## src/rtl/fst_pkg.sv

```systemverilog
package fst_pkg;

  typedef enum logic [2:0] {
    BR_NONE    = 3'd0,
    BR_CORRECT = 3'd1,
    BR_UNPRED  = 3'd2,
    BR_BAD_DIR = 3'd3,
    BR_BAD_TGT = 3'd4,
    BR_SUSPEND = 3'd5,
    BR_IRQ     = 3'd6
  } brReason_e;

  typedef struct packed {
    logic exRedirect;
    logic predRedirect;
    logic advance;
    logic halt;
  } strobe_t;

  function automatic logic startsStream(input logic [2:0] code);
    return (code == BR_UNPRED) || (code == BR_BAD_DIR) || (code == BR_BAD_TGT) ||
           (code == BR_SUSPEND) || (code == BR_IRQ);
  endfunction

endpackage

```

## src/rtl/fst_ctrl.sv

```systemverilog
module fst_ctrl
  import fst_pkg::*;
#(
  parameter int SEQ_W = 8
) (
  input  logic             clk,
  input  logic             rst_n,
  input  logic [2:0]       exReason,
  input  logic             predValid,
  input  logic [SEQ_W-1:0] predStream,
  input  logic [SEQ_W-1:0] curStream,
  input  logic             lineIssue,
  output strobe_t          stb,
  output logic             fetchEn
);

  logic fetching;
  logic exNew;
  logic streamMatch;

  assign exNew       = startsStream(exReason);
  assign streamMatch = (predStream == curStream);

  always_comb begin
    stb              = '0;
    stb.exRedirect   = exNew;
    stb.halt         = exNew && (exReason == BR_SUSPEND);
    stb.predRedirect = !exNew && predValid && fetching && streamMatch;
    stb.advance      = lineIssue && fetching;
  end

  always_ff @(posedge clk) begin
    if (!rst_n) begin
      fetching <= 1'b1;
    end else if (exNew) begin
      fetching <= !stb.halt;
    end
  end

  assign fetchEn = fetching;

endmodule

```

## src/rtl/fst_dp.sv

```systemverilog
module fst_dp
  import fst_pkg::*;
#(
  parameter int          AW         = 32,
  parameter int          SEQ_W      = 8,
  parameter int unsigned LINE_BYTES = 16,
  parameter int unsigned RESET_ADDR = 32'h100
) (
  input  logic             clk,
  input  logic             rst_n,
  input  strobe_t          stb,
  input  logic [AW-1:0]    exTarget,
  input  logic [AW-1:0]    predTarget,
  input  logic             inValid,
  input  logic [SEQ_W-1:0] inStream,
  input  logic [SEQ_W-1:0] inPred,
  output logic [SEQ_W-1:0] streamSeq,
  output logic [SEQ_W-1:0] predSeq,
  output logic [SEQ_W-1:0] lineSeq,
  output logic [AW-1:0]    fetchAddr,
  output logic             flushBuf,
  output logic             lineKeep
);

  localparam logic [AW-1:0]    LINE_STEP = AW'(LINE_BYTES);
  localparam logic [AW-1:0]    BOOT_ADDR = AW'(RESET_ADDR);
  localparam logic [SEQ_W-1:0] SEQ_ONE   = SEQ_W'(1);

  logic [SEQ_W-1:0] streamQ, predQ, lineQ;
  logic [AW-1:0]    addrQ;
  logic             flushQ;

  always_ff @(posedge clk) begin
    if (!rst_n) begin
      streamQ <= '0;
      predQ   <= '0;
      lineQ   <= '0;
      addrQ   <= BOOT_ADDR;
      flushQ  <= 1'b0;
    end else begin
      flushQ <= stb.predRedirect;
      if (stb.advance) begin
        lineQ <= lineQ + SEQ_ONE;
      end
      if (stb.exRedirect) begin
        streamQ <= streamQ + SEQ_ONE;
        addrQ   <= exTarget;
      end else if (stb.predRedirect) begin
        predQ <= predQ + SEQ_ONE;
        addrQ <= predTarget;
      end else if (stb.advance) begin
        addrQ <= addrQ + LINE_STEP;
      end
    end
  end

  assign lineKeep  = inValid && (inStream == streamQ) && (inPred == predQ);
  assign streamSeq = streamQ;
  assign predSeq   = predQ;
  assign lineSeq   = lineQ;
  assign fetchAddr = addrQ;
  assign flushBuf  = flushQ;

endmodule

```

## src/rtl/fetch_stream_tracker.sv

```systemverilog
module fetch_stream_tracker
  import fst_pkg::*;
#(
  parameter int          AW         = 32,
  parameter int          SEQ_W      = 8,
  parameter int unsigned LINE_BYTES = 16,
  parameter int unsigned RESET_ADDR = 32'h100
) (
  input  logic               clk,
  input  logic               rst_n,
  input  logic [2:0]         exReason,
  input  logic [AW-1:0]      exTarget,
  input  logic               predValid,
  input  logic [AW-1:0]      predTarget,
  input  logic [SEQ_W-1:0]   predStream,
  input  logic               lineIssue,
  input  logic               inValid,
  input  logic [SEQ_W-1:0]   inStream,
  input  logic [SEQ_W-1:0]   inPred,
  output logic [AW-1:0]      fetchAddr,
  output logic               fetchEn,
  output logic [4*SEQ_W-1:0] lineTag,
  output logic               lineKeep,
  output logic               flushBuf
);

  localparam logic [SEQ_W-1:0] THREAD_ID = '0;

  strobe_t          stb;
  logic [SEQ_W-1:0] streamSeq, predSeq, lineSeq;

  fst_ctrl #(.SEQ_W(SEQ_W)) u_ctrl (
    .clk       (clk),
    .rst_n     (rst_n),
    .exReason  (exReason),
    .predValid (predValid),
    .predStream(predStream),
    .curStream (streamSeq),
    .lineIssue (lineIssue),
    .stb       (stb),
    .fetchEn   (fetchEn)
  );

  fst_dp #(
    .AW(AW), .SEQ_W(SEQ_W), .LINE_BYTES(LINE_BYTES), .RESET_ADDR(RESET_ADDR)
  ) u_dp (
    .clk       (clk),
    .rst_n     (rst_n),
    .stb       (stb),
    .exTarget  (exTarget),
    .predTarget(predTarget),
    .inValid   (inValid),
    .inStream  (inStream),
    .inPred    (inPred),
    .streamSeq (streamSeq),
    .predSeq   (predSeq),
    .lineSeq   (lineSeq),
    .fetchAddr (fetchAddr),
    .flushBuf  (flushBuf),
    .lineKeep  (lineKeep)
  );

  assign lineTag = {THREAD_ID, streamSeq, predSeq, lineSeq};

endmodule

```

## config.mk

```make
export PLATFORM = sky130hd
export DESIGN_NAME = fetch_stream_tracker
export DESIGN_NICKNAME = d
export VERILOG_FILES = /design/src/rtl/fst_pkg.sv /design/src/rtl/fst_ctrl.sv /design/src/rtl/fst_dp.sv /design/src/rtl/fetch_stream_tracker.sv
export SDC_FILE = /design/constraint.sdc
export NUM_CORES = 1
export LEC_CHECK = 0
export BUFFER_PORTS_ARGS = -buffer_cell sky130_fd_sc_hd__buf_2
export CORE_MARGIN = 5
export CORE_UTILIZATION = 48
export DETAILED_ROUTE_END_ITERATION = 6
export PLACE_DENSITY_LB_ADDON = 0.12
export REMOVE_ABC_BUFFERS = 1
export SLEW_MARGIN = 10
export SYNTH_ARGS = -nofsm -noshare
export SYNTH_HDL_FRONTEND = slang
export SYNTH_HIERARCHICAL = 1
export SYNTH_SLANG_ARGS = --single-unit
```

## constraint.sdc

```tcl
create_clock -name clk -period 2.7 [get_ports clk]
set_clock_uncertainty 0.1 [all_clocks]
set_input_delay 0.135 -clock clk [delete_from_list [all_inputs] [get_ports clk]]
set_output_delay 0.135 -clock clk [all_outputs]
set_load 0.005 [all_outputs]
```

==> impl_metrics.json <==
{
  "clk_path_buf_depth": 2,
  "hold_violations": 0,
  "post-route-period-util_pct": 88.9,
  "setup_violations": 0,
  "grt_max_degree": 30,
  "yosysMostFrequentCell": "dfxtp_1",
  "ir_worst_vdd_mv": 0.269,
  "ys_ff_latch": 58,
  "regArea_um2": 1160,
  "area_delta_synth_final_pct": 34.6,
  "tightest_slew_ns": 0.630,
  "drive_above_1_share_pct": 31.0,
  "seq_area_frac_synth_pct": 32.1,
  "end_kind": "register",
  "grt_pass1_vias": 3957,
  "slew_violations": 0,
  "async_reset_ff_share_pct": 0,
  "synth-edff-count": 0,
  "syn_avg_cell_area_um2": 7.82,
  "dpl.hpwl_um": 8370,
  "clkSlewWorstSetupHoldPaths_ns": 0.07,
  "holdWs_ns": 0.0111,
  "clock-sinks": 58,
  "grt_pass1_wl_um": 18900,
  "multi_input_area_um2": 2270,
  "n_fill_cell": 658,
  "n_antenna_cell": 0,
  "grtUsageTotal_pct": 23.7,
  "h-tree-depth": 3,
  "coreArea_um2": 7290,
  "synth_area_leaders": "dfxtp_1 (32%), a21oi_1 (6.8%), xnor2_1 (6.3%)",
  "wl_um": 11400,
  "status": "finished clean",
  "grt_use_met2_pct": 40.0,
  "io_buffers": 154,
  "initial_core_util_pct": 49.7,
  "tns_ns": 0,
  "critical_path_class": "reg -> reg",
  "synthTopCellsByCount": "dfxtp_1 (58), a21oi_1 (49), nor2_1 (42), o21ai_0 (38), nand2_1 (34)",
  "via_per_inst": 5.52,
  "use_met1_pct": 29.1,
  "drcViolationCount": 0,
  "synth_area_um2": 3620,
  "maxSlewHeadroom_pct": 57.9,
  "grt_most_used_layer": "met2",
  "grt_overflow": 0,
  "layoutNonFillerInstCount": 731,
  "fin_nets": 727,
  "cts_tree": "done",
  "fin_area_um2": 4870,
  "powerDensity_nw_per_um2": 474,
  "synth_top_cell_area_share_pct": 32.1,
  "place_congestion": 0.882,
  "rows": 31,
  "synth_area_leader_cell": "dfxtp_1",
  "placed_cells": 699,
  "hold_class": "in -> reg",
  "yosysUniqueCellTypes": 56,
  "antenna_found_initial": 1,
  "wl_per_cell_um": 15.6,
  "vias": 4038,
  "ys.flop_type": "dfxtp_1",
  "synthCells": 463,
  "io_pins": 163,
  "power_leakage_nw": 2.11,
  "use_met3_pct": 6.76,
  "layout_min_cycle_time_ns": 2.40,
  "dr.pass1.iters": 6,
  "cts_inserted_buffers": 9,
  "drtAntennaViolNets": 0,
  "die_w_um": 96.9,
  "clock-root-buffer": "clkbuf_8",
  "die-height_um": 96.9,
  "placed_area_um2": 4490,
  "required_ns": 2.84,
  "fmax_mhz": 417,
  "cp.arrival_ns": 2.54,
  "power_mw": 2.31,
  "grt_setup_unrepaired": "no",
  "clock_latency_ns": 0.33,
  "yosysWarnings": 6,
  "cp-start-kind": "register",
  "dieArea_um2": 9380,
  "path_max_fanout": 17,
  "drt_iter0_markers": 246,
  "drv_cap": 0
}
[power breakdown]
group          switching, mW  internal [mW]  leakage (nW)
combinational          0.222          0.222          1.53
clock                  0.358          0.542         0.109
sequential            0.0609          0.905         0.475
total                  0.641           1.67          2.11
[worst max-delay path: stages (launching register included)]
cell	delay (ns)
dfxtp_1	0.45
xnor2_1	0.15
nand3_1	0.13
nor4_4	0.37
buf_4	0.29
or3_1	0.31
buf_4	0.24
a21oi_1	0.08
a211oi_1	0.19
[metal layers]
| metal | vias to the layer above | share of wire [%] |
|---|---|---|
| met5 | - | 0.11 |
| met4 | 2 | 1.0 |
| met3 | 13 | 8.3 |
| met2 | 162 | 48 |
| met1 | 1860 | 42 |
| li1 | 2001 | - |
[sequential cells by signal (all words and copies together) (netlist names)]
| signal | count |
|---|---|
| u_ctrl/fetchEn | 1 |
| u_dp/fetchAddr | 32 |
| u_dp/flushBuf | 1 |
| u_dp/lineSeq | 8 |
| u_dp/predSeq | 8 |
| u_dp/streamSeq | 8 |
[layout make-up]
type / instances / share of cell area, %
multi-input cells: 363 / 46.6
flip-flops and latches: 58 / 23.8
repair buffers: 186 / 21.8
clock buffers: 11 / 2.90
well taps: 99 / 2.54
clock inverters: 5 / 1.59
inverters: 9 / 0.693
[final timing paths]
kind / startpoint / endpoint / slack, ns / cells past startpoint
worst min-delay path: predTarget[12] / u_dp/fetchAddr[12]$_SDFFE_PN0P_ / 0.01 / 3
worst max-delay path: u_dp/streamSeq[1]$_SDFFE_PN0P_ / u_dp/fetchAddr[7]$_SDFFE_PN0P_ / 0.30 / 8
worst max register to register: u_dp/streamSeq[1]$_SDFFE_PN0P_ / u_dp/fetchAddr[7]$_SDFFE_PN0P_ / 0.30 / 8
worst min register to register: u_dp/lineSeq[7]$_SDFFE_PN0P_ / u_dp/lineSeq[7]$_SDFFE_PN0P_ / 0.40 / 2
[metrics by stage]
stage / util (%) / setup slack (ns)
after global routing: 66.8 / 0.132
after floorplan: - / -1.09
after CTS: 66.8 / 0.245
after detailed placement: 61.6 / 0.260
after global placement: 61.6 / 0.308
final: 66.8 / 0.300
[layout by cell type, fill, tap and decap left out, types with 5 or more instances in the layout]
master,n
nor4_1,9
nand2_1,34
buf_2,154
dlygate4sd3_1,16
or3_1,8
conb_1,8
buf_4,15
and4_1,5
xor2_1,19
nor3_1,7
o21ai_0,38
mux2i_1,8
a222oi_1,5
dfxtp_1,58
nand3_1,16
a22oi_1,6
nand4_1,17
nor2_1,40
a211oi_1,5
and3_1,5
a21oi_1,49
o31a_1,8
inv_1,9
xnor2_1,26
clkbuf_8,10
[cells by family (layout without fill, tap and decap cells)]
group	count (synthesis)	count (layout)	synth area share (%)
compound gates	138	138	23.5
xor+xnor	45	45	10.9
fa+ha+maj	4	4	1.38
buf+inv	49	211	6.29
flops	58	58	32.1
mux	9	9	2.63
other cells	1	8	0.104
simple gates	159	159	23.2
[what timing repair did]
action	CTS	global route
endpoints found under the setup margin	0	2
setup buffers	0	0
gates resized for setup	0	2
hold endpoints to repair	15	0
hold buffers	16	0
(Power assumes the default switching activity.)
